[src/rtl/volkey_pkg.sv]
package volkey_pkg;
  typedef enum logic [1:0] {
    EV_NONE = 2'd0,
    EV_UP   = 2'd1,
    EV_DOWN = 2'd2,
    EV_MUTE = 2'd3
  } ev_e;
endpackage

[src/rtl/volkey_arb.sv]
module volkey_arb
  import volkey_pkg::*;
(
  input  logic btn_up,
  input  logic btn_dn,
  input  logic btn_mute,
  output ev_e  ev,
  output logic any_ev
);
  // Priority: mute, then up, then down
  always_comb begin
    if (btn_mute)    ev = EV_MUTE;
    else if (btn_up) ev = EV_UP;
    else if (btn_dn) ev = EV_DOWN;
    else             ev = EV_NONE;
  end

  assign any_ev = btn_up | btn_dn | btn_mute;

  always_comb begin
    if (btn_mute) p_mute_first_r7: assert (ev == EV_MUTE);
  end
endmodule

[src/rtl/volkey_satcnt.sv]
module volkey_satcnt
  import volkey_pkg::*;
#(
  parameter int CNT_W = 3
) (
  input  logic             clk,
  input  logic             rst_n,
  input  logic             load_mid,
  input  ev_e              ev,
  output logic [CNT_W-1:0] cnt
);
  localparam logic [CNT_W-1:0] MID = CNT_W'(1) << (CNT_W - 1);
  localparam logic [CNT_W-1:0] MAX = '1;

  function automatic logic [CNT_W-1:0] sat_next(input logic [CNT_W-1:0] c, input ev_e e);
    case (e)
      EV_UP:   return (c == MAX) ? c : c + 1'b1;
      EV_DOWN: return (c == '0)  ? c : c - 1'b1;
      default: return c;
    endcase
  endfunction

  always_ff @(posedge clk) begin
    if (!rst_n)        cnt <= MID;
    else if (load_mid) cnt <= MID;
    else               cnt <= sat_next(cnt, ev);
  end

  p_no_overflow_r3: assert property (@(posedge clk) disable iff (!rst_n)
    (cnt == MAX && ev == EV_UP && !load_mid) |=> cnt == MAX);
  p_no_underflow_r3: assert property (@(posedge clk) disable iff (!rst_n)
    (cnt == '0 && ev == EV_DOWN && !load_mid) |=> cnt == '0);
  p_mute_hold_r5: assert property (@(posedge clk) disable iff (!rst_n)
    (ev == EV_MUTE && !load_mid) |=> $stable(cnt));
  p_mid_load_r8: assert property (@(posedge clk) disable iff (!rst_n)
    load_mid |=> cnt == MID);
endmodule

[src/rtl/volkey_irq.sv]
module volkey_irq (
  input  logic clk,
  input  logic rst_n,
  input  logic set,
  input  logic clr,
  output logic irq
);
  always_ff @(posedge clk) begin
    if (!rst_n) irq <= 1'b0;
    else        irq <= set | (irq & ~clr);
  end

  p_irq_set_r6: assert property (@(posedge clk) disable iff (!rst_n)
    set |=> irq);
  p_irq_hold_r6: assert property (@(posedge clk) disable iff (!rst_n)
    (irq && !clr) |=> irq);
  p_irq_clear_r6: assert property (@(posedge clk) disable iff (!rst_n)
    (clr && !set) |=> !irq);
endmodule

[src/rtl/volkey_ctl.sv]
module volkey_ctl
  import volkey_pkg::*;
#(
  parameter int CNT_W      = 3,
  parameter int LANES      = 2,
  parameter int ADDR_W     = 4,
  parameter int ALIAS_BITS = 2,
  parameter int WINDOW     = 0,
  localparam int LANE_W    = CNT_W + 1,
  localparam int DATA_W    = LANES * LANE_W
) (
  input  logic              clk,
  input  logic              rst_n,
  input  logic              btn_up,
  input  logic              btn_dn,
  input  logic              btn_mute,
  input  logic [ADDR_W-1:0] reg_addr,
  input  logic              reg_wr,
  input  logic              reg_rd,
  input  logic [DATA_W-1:0] reg_wdata,
  output logic [DATA_W-1:0] reg_rdata,
  output logic              irq,
  input  logic              irq_clr
);
  localparam logic [CNT_W-1:0] MID = CNT_W'(1) << (CNT_W - 1);

  function automatic logic [DATA_W-1:0] pad_mask();
    logic [DATA_W-1:0] m = '0;
    for (int l = 0; l < LANES; l++) m[l*LANE_W] = 1'b1;
    return m;
  endfunction

  function automatic logic [DATA_W-1:0] mid_byte();
    logic [DATA_W-1:0] b = '0;
    for (int l = 0; l < LANES; l++) b[l*LANE_W +: LANE_W] = {MID, 1'b0};
    return b;
  endfunction

  localparam logic [DATA_W-1:0] PAD_MASK = pad_mask();
  localparam logic [DATA_W-1:0] MID_BYTE = mid_byte();

  ev_e  ev;
  logic any_ev;
  logic win_hit;
  logic wr_hit;
  logic [CNT_W-1:0]  cnt [LANES];
  logic [DATA_W-1:0] rd_byte;

  assign win_hit = (reg_addr >> ALIAS_BITS) == ADDR_W'(WINDOW);
  assign wr_hit  = reg_wr & win_hit;

  volkey_arb u_arb (
    .btn_up  (btn_up),
    .btn_dn  (btn_dn),
    .btn_mute(btn_mute),
    .ev      (ev),
    .any_ev  (any_ev)
  );

  for (genvar l = 0; l < LANES; l++) begin : g_lane
    volkey_satcnt #(.CNT_W(CNT_W)) u_cnt (
      .clk     (clk),
      .rst_n   (rst_n),
      .load_mid(wr_hit),
      .ev      (ev),
      .cnt     (cnt[l])
    );
    assign rd_byte[l*LANE_W +: LANE_W] = {cnt[l], 1'b0};
  end

  volkey_irq u_irq (
    .clk  (clk),
    .rst_n(rst_n),
    .set  (any_ev),
    .clr  (irq_clr),
    .irq  (irq)
  );

  assign reg_rdata = (reg_rd && win_hit) ? rd_byte : '0;

  p_pad_zero_r9: assert property (@(posedge clk) disable iff (!rst_n)
    (reg_rdata & PAD_MASK) == '0);
  p_lanes_match_r2: assert property (@(posedge clk) disable iff (!rst_n)
    cnt[0] == cnt[LANES-1]);
  p_any_data_r8: assert property (@(posedge clk) disable iff (!rst_n)
    (wr_hit && reg_wdata != MID_BYTE) |=> (rd_byte == MID_BYTE));
  p_outside_r10: assert property (@(posedge clk) disable iff (!rst_n)
    (reg_wr && !win_hit && ev == EV_NONE) |=> $stable(rd_byte));
endmodule

[config.mk]
export PLATFORM = sky130hd
export DESIGN_NAME = volkey_ctl
export DESIGN_NICKNAME = d
export VERILOG_FILES = /design/src/rtl/volkey_pkg.sv /design/src/rtl/volkey_arb.sv /design/src/rtl/volkey_satcnt.sv /design/src/rtl/volkey_irq.sv /design/src/rtl/volkey_ctl.sv
export SDC_FILE = /design/constraint.sdc
export NUM_CORES = 1
export LEC_CHECK = 0
export BUFFER_PORTS_ARGS = -buffer_cell sky130_fd_sc_hd__buf_2
export CAP_MARGIN = 20
export CORE_AREA = 4 4 41 43
export DETAILED_ROUTE_END_ITERATION = 8
export DIE_AREA = 0 0 45 47
export PLACE_DENSITY = 0.7
export RECOVER_POWER = 50
export SETUP_SLACK_MARGIN = 0.15
export SLEW_MARGIN = 40
export SYNTH_ARGS = -nofsm -noshare
export SYNTH_HDL_FRONTEND = slang
export SYNTH_SLANG_ARGS = --single-unit
export TNS_END_PERCENT = 5
[constraint.sdc]
create_clock -name clk -period 4 [get_ports clk]
set_input_delay 0.2 -clock clk [delete_from_list [all_inputs] [get_ports clk]]
set_output_delay 0.2 -clock clk [all_outputs]
set_load 0.02 [all_outputs]
==> Word level (Yosys, flattened, before mapping) <==
Cells that the tools add are included.
{ "word_totals": {"mem_count": 0, "mem_bits_ro": 0, "inputBits": 20, "out_inout_bits": 9, "wordCells": 40, "ram_bits": 0, "latchBits": 0, "reg_bits": 7} }
{ "classes": {"shift": 0, "n_addsub": 4, "reduce_logical": 8, "bitwise": 7, "eq_ne": 8, "div": 0, "muxes": 10, "n_mul": 0, "magnitude_cmp": 0} }
{ "ops": {"columns": ["cell", "count"], "rows": [
  ["3-bit 2-to-1 mux", 4],
  ["3-bit one-hot mux with 2 select lines", 2],
  ["8-bit 2-to-1 mux", 1],
  ["2-bit != test, second input constant", 4],
  ["3-bit by 1-bit adder with 3-bit output, second input constant", 2],
  ["3-bit equality test, second input constant", 2],
  ["3-bit logical NOT", 2],
  ["2-bit 2-to-1 mux", 3],
  ["3-bit AND reduction", 2],
  ["3-bit by 1-bit subtractor with 3-bit output, second input constant", 2],
  ["4-bit logical NOT", 1],
  ["1-bit bitwise OR", 3],
  ["1-bit bitwise AND", 2],
  ["2-bit by 1-bit equality test with 1-bit output, second input constant", 1],
  ["2-bit equality test, second input constant", 1],
  ["1-bit inverter", 2],
  ["2-bit nonzero test", 1],
  ["2-bit OR reduction", 1],
  ["1-bit logical AND", 1]
]} }

==> Depth between registers and ports, before layout <==
Gate-level depths: netlist of the first run.
{ "logic_depth": {"ltp_word": 6, "ltp_mapped": 8, "depth_no_buf": 7} }

==> By module <==
From an unflattened synthesis of the first run, not the netlist that was laid out.
{ "unflattened": {"cells_unflattened": 66, "hier_area_um2": 606.8} }
{ "by_module_without_submodules": {"columns": ["module", "area_each_um2", "seq_area_each_um2", "cells_per_inst", "instances"], "rows": [
  ["volkey_satcnt (g_lane[1].u_cnt)", 220.2, 60.1, 24, 1],
  ["volkey_satcnt (g_lane[0].u_cnt)", 219.0, 60.1, 25, 1],
  ["volkey_ctl", 101.3, 0.0, 10, 1],
  ["volkey_irq", 41.3, 20.0, 3, 1],
  ["volkey_arb", 25.0, 0.0, 4, 1]
]} }

==> Least setup slack after synthesis of the first run <==
Ideal clock, no wire load.
{ "synth_timing": {"path_kind": "in2reg", "from": "input port btn_up", "to": "register g_lane[1].u_cnt.cnt[2]", "n_path_buf": 1, "arrival_time_ns": 1.535, "setup_ns": 0.127, "slack_ns": 2.337, "required_time_ns": 3.873, "cell_stages": 8, "cell_sequence": "buf_6 -> nor3b_2 -> xor2_1 -> ha_1 -> nor2_1 -> mux2i_1 -> nor3_1 -> or3b_1"} }
{ "synth_between": {"elab_chain_cells": 5, "elab_cells_between_ends": 9, "classes_between": "eq/ne: 4; mux: 3; reduce/logical: 2"} }
{ "synth_rtl": {"columns": ["item", "line_no", "source"], "rows": [
  ["start, declared", "volkey_ctl.sv:14", "input logic btn_up,"],
  ["2-bit 2-to-1 mux (*)", "volkey_arb.sv:13", "else if (btn_up) ev = EV_UP;"],
  ["2-bit 2-to-1 mux (*)", "volkey_arb.sv:12", "if (btn_mute) ev = EV_MUTE;"],
  ["2-bit equality test or 2-bit by 1-bit equality test with 1-bit output (tied branches)", "volkey_satcnt.sv:16", "case (e)"],
  ["2-bit != test (no line) or 2-bit nonzero test (tied branches)", null, null],
  ["3-bit AND reduction (no line)", null, null],
  ["end signal, assigned", "volkey_satcnt.sv:26", "else cnt <= sat_next(cnt, ev);"],
  ["end, declared", "volkey_satcnt.sv:10", "output logic [CNT_W-1:0] cnt"]
]} }
Every way passes the cells marked *; elsewhere a longest branch is shown, timed or not.
A chain may end at the register's enable or synchronous reset.

==> Final worst setup path of the first run <==
Same ends and word-level chain as after synthesis.

==> flow_summary_export.csv, run 1 <==
group,metric,value,unit
timing,post-route-period-util,0.410,
logic_synthesis,synthFlopType,"dfxtp_1",
timing,fmaxAchievable,610,MHz
route,ant_nets,0,
final_layout,nets,100,
final_layout,final_layout_size_suffix_gt1_frac,0.247,
final_layout,final_area,592,um^2
timing,fin_skew,0.514,ps
clock_network,cts.sinks,7,
grt,gr-usage-all-layers,0.100,
logic_synthesis,synth-edff-count,0,
worst_setup_path,endpoint_kind,"register",
final_layout,area_delta_synth_final,18.5,%
final_layout,instances_no_fill,92,
clock_network,cts_made_buffers,3,
grt,grt_start_max_net_pins,10,
route,wire_per_inst,10.3,um
clock_network,path_clk_slew,50,ps
die,ios,29,
grt,overflow,0,
final_layout,n_fill_cell,134,
logic_synthesis,ys_top_cells_by_area,"dfxtp_1 (28%), and2_1 (8.8%), xor2_1 (5.3%)",
logic_synthesis,synth_top_area_share,0.281,
timing,rsz0062_at_grt,"false",
logic_synthesis,ys_ff_latch,7,
die,chipHeight,47,um
place,numPortBuffers,16,
power_and_ir_drop,peakVddDrop,0.152,mV
worst_setup_path,cp_max_fo,9,
final_layout,ff_latch_area,140,um^2
route,dr.pass1.iters,3,
logic_synthesis,yosysWarnings,0,
worst_setup_path,slowest_stage,"nor3b_2",
worst_setup_path,required,4120,ps
min_path,min_path_type,"in2reg",
route,drc,0,
place,dp.cells,88,
grt,grt_pass1_vias,368,
clock_network,cts_buffer_depth,2,
grt,antenna_found_initial,0,
grt,grt_pass1_wl,1500,um
clock_network,root_buffer,"clkbuf_4",
route,vias,454,
die,die_w,45,um
route,vias_per_cell,4.93,
worst_setup_path,cp_top_family,"simple AND/OR/NAND/NOR gates",
worst_setup_path,worstSetupPathType,"in2reg",
timing,drv_slew,0,
clock_network,ctsResizeCount,0,
power_and_ir_drop,p_leak,0.278,nW
timing,setup-tns-final,0,ps
die,die_area,2120,um^2
power_and_ir_drop,p_per_area,303,nW/um^2
logic_synthesis,synth_cells,60,
place,place_area,571,um^2
status,status,"finished, final reports clean",
place,dp_hpwl,759,um
clock_network,cts_hold_buffers,0,
route,first_iter_violations,7,
timing,setup_ws,2360,ps
logic_synthesis,async_flop_share,0,
logic_synthesis,yosysUniqueCellTypes,29,
worst_setup_path,crit_chain,"buf_2 > nor3b_2 > xor2_1 > ha_1 > nor2_1 > mux2i_1 > nor3_1 > or3b_1",
logic_synthesis,syn-cell-area,499,um^2
final_layout,multiInputGateArea,332,um^2
clock_network,cts_max_level,1,
die,coreArea,1300,um^2
job,maxCapViolations,0,
die,start_util,0.384,
route,routed_wl,945,um
worst_setup_path,critPathMaxStageDelay,380,ps
timing,report.final.hold_viol_count,0,
logic_synthesis,seq_area_frac_synth,0.281,
place,globalplace.congestion,0.668,
place,pre_cts_ws,2110,ps
clock_network,clk_latency,240,ps
logic_synthesis,avgSynthCellArea,8.32,um^2
die,rows,13,
worst_setup_path,cp.arrival,1760,ps
clock_network,cts_tree,"built",
logic_synthesis,synth_common_cells,"and2_1 (7), dfxtp_1 (7), nor2_1 (6)",
worst_setup_path,cp_num_buf_inv,1,
final_layout,antenna_cells,0,
logic_synthesis,synth.largest_area_cell,"dfxtp_1",
timing,finalSetupViolCount,0,
timing,min_period,1640,ps
worst_setup_path,startpoint_type,"primary input",
clock_network,postCtsSetupBuffers,0,
state kept, by name, indices dropped and copies added (netlist names):
name              count
g_lane.u_cnt.cnt      6
u_irq.irq             1
worst reg2reg max path: stages (launching register included):
cell,delay (ps)
dfxtp_1,350
and4_1,200
or3_1,450
o21ai_1,150
or3b_1,350
cell usage in the layout (no fill, tap or decap):
cell      synthesis  layout
conb_1            1       2
nand2b_1          1       1
and2_1            7       6
and4_2            1       1
xor2_1            3       3
o21bai_1          2       2
o21ai_0           2       2
o41a_2            1       1
or3b_1            1       1
ha_1              2       2
nor4_1            2       2
clkbuf_1          0       5
dfxtp_1           7       7
nor3b_2           1       1
nand2_1           3       3
and3_1            1       1
or3_1             1       1
and2_0            0       1
o21ai_1           1       1
and4_1            1       1
nand3_1           1       1
buf_2             1      12
a221oi_1          1       1
a21oi_1           3       3
mux2_2            1       1
nor3_1            3       3
mux2i_1           2       2
nor2b_1           1       1
nor2_1            6       6
clkbuf_4          0       3
layer usage:
layer | GRT usage | wire length, um | vias to the layer above
met4 | 0.0877 | 9 | 0
li1 | - | - | 246
met3 | 0.0230 | 69 | 2
met5 | 0 | 0 | -
met1 | 0.114 | 437 | 194
met2 | 0.158 | 428 | 12
metrics by stage:
stage	total power (W)	utilization	hold slack, ps
global route	0.000193	0.455	201
finish	0.000180	0.455	194
detailed placement	0.000120	0.438	444
floorplan	0.000111	-	332
CTS	0.000185	0.459	181
global placement	0.000119	0.438	442
where the power goes:
| group | switching (W) | internal (W) |
|---|---|---|
| sequential | 0.00000649 | 0.0000748 |
| combinational | 0.0000202 | 0.0000169 |
| clock | 0.0000232 | 0.0000379 |
path summary, 6_finish.rpt:
| check | cells after the start | startpoint | slack (ps) | endpoint |
|---|---|---|---|---|
| worst max-delay path | 8 | btn_up | 2360 | g_lane[1].u_cnt.cnt[2] |
| worst min-delay path | 2 | rst_n | 190 | u_irq.irq |
| worst max register to register | 4 | g_lane[1].u_cnt.cnt[1] | 2390 | g_lane[1].u_cnt.cnt[2] |
| worst min register to register | 2 | g_lane[0].u_cnt.cnt[1] | 580 | g_lane[0].u_cnt.cnt[1] |
kinds of logic (layout without fill, tap and decap cells):
family                     Yosys count  in the layout  share of synthesized area
and+or+nand+nor                     30             30                      0.351
other                                1              2                    0.00751
muxes                                3              3                     0.0627
AOI/OAI and AO/OA                   10             10                      0.133
DFF                                  7              7                      0.281
buffers and inverters                4             20                     0.0626
adders and majority gates            2              2                     0.0501
xor gates and xnor gates             3              3                     0.0526
cell type report:
| type | instances | share of cell area |
|---|---|---|
| repair buffers | 16 | 0.127 |
| flip-flops and latches | 7 | 0.237 |
| well taps | 15 | 0.0317 |
| multi-input cells | 50 | 0.560 |
| clock buffers | 4 | 0.0444 |
No activity file was read; power rests on OpenSTA's default activity.
==> run 2: changes to the inputs <==
==> constraint.sdc (replaced) <==
create_clock -name clk -period 1.7 [get_ports clk]
set_input_delay 0.085 -clock clk [delete_from_list [all_inputs] [get_ports clk]]
set_output_delay 0.085 -clock clk [all_outputs]
set_load 0.02 [all_outputs]
==> run 2 against run 1 <==
Flip-flop and latch count unchanged. Count of clock-buffer cells in the layout did not move. Combinational power grew to 2.5 times the previous value.
==> flow_summary_export.csv, run 2 (synthesis gave the netlist of run 1 again) <==
group,metric,value,unit
final_layout,reg.largest.list,"g_lane.u_cnt.cnt: 6 flops, u_irq.irq: 1 flops",
worst_setup_path,critPathMaxStageDelay,390,ps
timing,min_period,1520,ps
power_and_ir_drop,pwr-share-seq,0.439,
job,maxCapViolations,0,
grt,grt_start_max_net_pins,9,
worst_setup_path,cp_max_fo,6,
power_and_ir_drop,p_leak,0.298,nW
grt,overflow,0,
power_and_ir_drop,p_per_area,708,nW/um^2
clock_network,clk_latency,250,ps
clock_network,postCtsSetupBuffers,0,
die,chipHeight,47,um
die,ios,29,
route,vias_per_cell,4.99,
place,pre_cts_ws,51.4,ps
die,die_w,45,um
worst_setup_path,startpoint_type,"register",
timing,finalSetupViolCount,0,
clock_network,cts_hold_buffers,0,
place,place_area,594,um^2
die,start_util,0.384,
timing,report.final.hold_viol_count,0,
clock_network,cts_tree,"built",
route,vias,474,
route,first_iter_violations,3,
route,dr.pass1.iters,3,
clock_network,cts_max_level,1,
grt,antenna_found_initial,0,
die,die_area,2120,um^2
place,numPortBuffers,16,
min_path,min_path_type,"in2reg",
final_layout,regMostFlops,"g_lane.u_cnt.cnt",
final_layout,area_delta_synth_final,23.3,%
worst_setup_path,cp.arrival,1660,ps
power_and_ir_drop,combPwrFrac,0.216,
timing,setup_ws,177,ps
worst_setup_path,worstSetupPathType,"reg2reg",
power_and_ir_drop,p_int,0.000310,W
power_and_ir_drop,power_switching,0.000126,W
clock_network,root_buffer,"clkbuf_4",
power_and_ir_drop,p_sw_frac,0.288,
final_layout,final_area,616,um^2
worst_setup_path,slowest_stage,"or3_1",
timing,fin_skew,0.0744,ps
die,rows,13,
clock_network,ctsResizeCount,0,
final_layout,largest_register_ff_count,6,
route,wire_per_inst,10.7,um
power_and_ir_drop,pwr-share-clk,0.345,
timing,fmaxAchievable,657,MHz
timing,post-route-period-util,0.896,
worst_setup_path,required,1830,ps
timing,setup-tns-final,0,ps
place,globalplace.congestion,0.730,
final_layout,fin_util,0.473,
timing,rsz0062_at_grt,"true",
grt,grt_pass1_wl,1740,um
final_layout,antenna_cells,0,
power_and_ir_drop,peakVddDrop,0.351,mV
grt,gr-usage-all-layers,0.117,
grt,grt_pass1_vias,420,
clock_network,cts_made_buffers,3,
place,dp_hpwl,835,um
final_layout,final_layout_size_suffix_gt1_frac,0.288,
status,status,"finished, final reports clean",
clock_network,cts_buffer_depth,2,
route,routed_wl,1020,um
final_layout,final_common_cell,"buf_2",
timing,drv_slew,0,
final_layout,final_cell_mix,"buf_2 (13), and2_1 (7), dfxtp_1 (7), nor2_1 (6), clkbuf_1 (4)",
worst_setup_path,endpoint_kind,"register",
final_layout,nets,103,
route,drc,0,
clock_network,cts.sinks,7,
clock_network,path_clk_slew,50,ps
route,ant_nets,0,
die,coreArea,1300,um^2
worst_setup_path,crit_chain,"and4_1 > or3_1 > o21ai_1 > or3b_1",
[run 2: layer usage]
layer | GRT usage | wire (um) | vias to the layer above
li1 | - | - | 250
met1 | 0.135 | 500 | 210
met2 | 0.184 | 441 | 12
met3 | 0.0345 | 65 | 2
met4 | 0.0877 | 9 | 0
met5 | 0 | 0 | -
[run 2: power by group through the flow]
| stage | Sequential, W | Combinational [W] | Clock [W] |
|---|---|---|---|
| 5_1_grt | 0.000194 | 0.000106 | 0.000167 |
| 4_1_cts | 0.000191 | 0.0000958 | 0.000159 |
| 3_5_place_dp | 0.000195 | 0.0000954 | 0 |
| 3_3_place_gp | 0.000194 | 0.0000925 | 0 |
| 2_1_floorplan | 0.000193 | 0.0000684 | 0 |
| 6_report | 0.000191 | 0.0000943 | 0.000150 |
[run 2: critical path: cells and delay by family, from the launching register on]
kind	cells	cell delay [ps]
AOI/OAI and AO/OA	1	130
DFF	1	350
and+or+nand+nor	3	930
[run 2: per-stage QoR]
step	total power (W)	hold slack [ps]	cells
2_1_floorplan	0.000262	217	61
3_3_place_gp	0.000287	325	91
3_5_place_dp	0.000290	334	91
4_1_cts	0.000446	70.6	95
5_1_grt	0.000468	86.8	95
6_report	0.000436	75.4	95
[run 2: cell type report]
type | count | area (um^2)
multi-input combinational | 50 | 332
fill | 143 | 686
clock buffer | 4 | 26.3
timing repair buffer | 19 | 98.8
tap | 15 | 18.8
sequential | 7 | 140
[run 2: final timing paths]
kind | to | slack [ps] | startpoint | cells after the start
worst max register to register | g_lane[1].u_cnt.cnt[2] | 180 | g_lane[1].u_cnt.cnt[1] | 4
worst min-delay path | u_irq.irq | 80 | rst_n | 2
worst max-delay path | g_lane[1].u_cnt.cnt[2] | 180 | g_lane[1].u_cnt.cnt[1] | 4
worst min register to register | g_lane[0].u_cnt.cnt[1] | 570 | g_lane[0].u_cnt.cnt[1] | 2
==> run 3: changes to the inputs <==
--- a/config.mk
+++ b/config.mk
@@ -5,12 +5,11 @@
 export SDC_FILE = /design/constraint.sdc
 export NUM_CORES = 1
 export LEC_CHECK = 0
-export BUFFER_PORTS_ARGS = -buffer_cell sky130_fd_sc_hd__buf_2
 export CAP_MARGIN = 20
 export CORE_AREA = 4 4 41 43
 export DETAILED_ROUTE_END_ITERATION = 8
 export DIE_AREA = 0 0 45 47
-export PLACE_DENSITY = 0.7
+export DONT_BUFFER_PORTS = 1
 export RECOVER_POWER = 50
 export SETUP_SLACK_MARGIN = 0.15
 export SLEW_MARGIN = 40
==> run 3 against run 2 <==
Combinational power is 14% lower. Clock power hardly changed. Die area stayed put. First-iteration DRC count grew to 4.0 times the previous value. Power is 1.9% lower. Count of clock-buffer cells in the layout stayed put. Hold slack better by 6.5 ps. Core utilization is 3.1 points lower.
==> flow_summary_export.csv, run 3 (synthesis gave the netlist of run 1 again) <==
group,metric,value,unit
status,status,"finished, final reports clean",
worst_setup_path,worstSetupPathType,"reg2reg",
clock_network,cts.sinks,7,
grt,grt_start_max_net_pins,10,
die,die_w,45,um
route,first_iter_violations,12,
worst_setup_path,r2r-start,"g_lane[1].u_cnt.cnt[1]",
final_layout,final_common_cell,"nor2_1",
die,rows,13,
clock_network,clk_latency,250,ps
power_and_ir_drop,p_sw_frac,0.282,
power_and_ir_drop,pwr-share-seq,0.457,
job,maxCapViolations,0,
grt,overflow,0,
clock_network,postCtsSetupBuffers,0,
place,numPortBuffers,0,
grt,grt_pass1_wl,1610,um
timing,fmaxAchievable,664,MHz
timing,rsz0062_at_grt,"true",
final_layout,ff_latch_area,144,um^2
route,routed_wl,1060,um
clock_network,cts_buffer_depth,2,
final_layout,antenna_cells,0,
place,dp.cells,74,
die,die_area,2120,um^2
grt,gr-usage-all-layers,0.108,
worst_setup_path,cp.arrival,1640,ps
worst_setup_path,regToRegSetupSlack,190,ps
power_and_ir_drop,pwr-share-clk,0.354,
power_and_ir_drop,p_leak,0.245,nW
min_path,min_path_type,"in2reg",
final_layout,regMostFlops,"g_lane.u_cnt.cnt",
timing,setup-tns-final,0,ps
worst_setup_path,endpoint_kind,"register",
worst_setup_path,required,1840,ps
final_layout,multiInputGateArea,332,um^2
worst_setup_path,startpoint_type,"register",
timing,report.final.hold_viol_count,0,
die,coreArea,1300,um^2
final_layout,final_cell_mix,"nor2_1 (6), and2_0 (5), dfxtp_1 (4), dlygate4sd3_1 (4)",
route,vias,441,
final_layout,instances_no_fill,82,
clock_network,cts_made_buffers,3,
die,chipHeight,47,um
final_layout,n_fill_cell,140,
power_and_ir_drop,p_int,0.000307,W
route,vias_per_cell,5.38,
power_and_ir_drop,p_per_area,743,nW/um^2
worst_setup_path,crit_cells,4,
route,ant_nets,0,
die,ios,29,
min_path,holdCritStartpoint,"irq_clr",
clock_network,path_clk_slew,50,ps
final_layout,largest_register_ff_count,6,
clock_network,root_buffer,"clkbuf_4",
worst_setup_path,regToRegEndpoint,"g_lane[1].u_cnt.cnt[2]",
worst_setup_path,cp_top_family,"simple AND/OR/NAND/NOR gates",
die,start_util,0.384,
route,drc,0,
worst_setup_path,critPathMaxStageDelay,390,ps
power_and_ir_drop,power_switching,0.000120,W
timing,drv_slew,0,
timing,min_period,1510,ps
timing,finalSetupViolCount,0,
final_layout,final_layout_size_suffix_gt1_frac,0.179,
place,dp_hpwl,746,um
clock_network,cts_max_level,1,
clock_network,cts_tree,"built",
power_and_ir_drop,peakVddDrop,0.341,mV
worst_setup_path,crit_chain,"and4_1 > or3_1 > o21ai_1 > or3b_1",
power_and_ir_drop,combPwrFrac,0.189,
worst_setup_path,rr_worst_depth,4,
final_layout,area_delta_synth_final,15.3,%
worst_setup_path,crit_path_start,"g_lane[1].u_cnt.cnt[1]",
worst_setup_path,cp_max_fo,6,
route,dr.pass1.iters,3,
worst_setup_path,cp_num_buf_inv,0,
final_layout,reg.largest.list,"g_lane.u_cnt.cnt: 6 flops, u_irq.irq: 1 flops",
grt,antenna_found_initial,0,
worst_setup_path,endpoint,"g_lane[1].u_cnt.cnt[2]",
timing,post-route-period-util,0.886,
final_layout,nets,90,
worst_setup_path,slowest_stage,"or3_1",
place,globalplace.congestion,0.630,
timing,fin_skew,5.28,ps
route,wire_per_inst,12.9,um
grt,grt_pass1_vias,390,
run 3: cell types whose count changed in the layout (fill, tap and decap cells not counted), sizes merged:
cell | before | now
dlygate4sd3 | 0 | 4
buf | 16 | 2
clkbuf | 7 | 4
run 3: repair_timing:
action / 4_1_cts / 5_1_grt
hold endpoints to repair: 1 / 0
setup endpoints to repair: 0 / 2
gates resized for setup: 0 / 2
hold buffers: 4 / 0
run 3: stage by stage:
stage	util	total power (W)	hold WS (ps)	setup WS (ps)	instance area, um^2
floorplan	-	0.000262	217	155	504
global placement	0.389	0.000268	223	214	507
detailed placement	0.389	0.000269	220	189	507
CTS	0.440	0.000432	76.1	189	573
global route	0.442	0.000450	119	120	576
finish	0.442	0.000428	81.9	193	576
run 3: layout make-up:
class                   instances  area share
flip-flops and latches          7       0.250
clock buffers                   4      0.0457
multi-input cells              50       0.576
well taps                      15      0.0326
repair buffers                  6      0.0957
run 3: how the worst min path moves through the flow:
stage	end	slack, ps	depth (start not counted)
2_1_floorplan	u_irq.irq	220	1
5_1_grt	g_lane[0].u_cnt.cnt[1]	120	2
4_1_cts	u_irq.irq	80	2
6_report	u_irq.irq	80	2
3_3_place_gp	u_irq.irq	220	1
3_5_place_dp	u_irq.irq	220	1
run 3: worst register-to-register path: stages, from the launching register on:
cell and delay (ps):
dfxtp_2 350, and4_1 180, or3_1 390, o21ai_1 130
or3b_1 340
run 3: per-layer routing:
metal | vias to the layer above | routed length [um] | GRT usage
met5 | - | 0 | 0
met4 | 0 | 13 | 0.0702
met3 | 2 | 84 | 0.0230
met2 | 14 | 482 | 0.175
met1 | 198 | 474 | 0.128
li1 | 227 | - | -
run 3: power by group through the flow:
stage,clock (W),sequential [W],combinational [W]
3_3_place_gp,0,0.000197,0.0000714
2_1_floorplan,0,0.000193,0.0000684
6_report,0.000151,0.000195,0.0000809
4_1_cts,0.000158,0.000194,0.0000797
5_1_grt,0.000163,0.000198,0.0000899
3_5_place_dp,0,0.000197,0.0000719
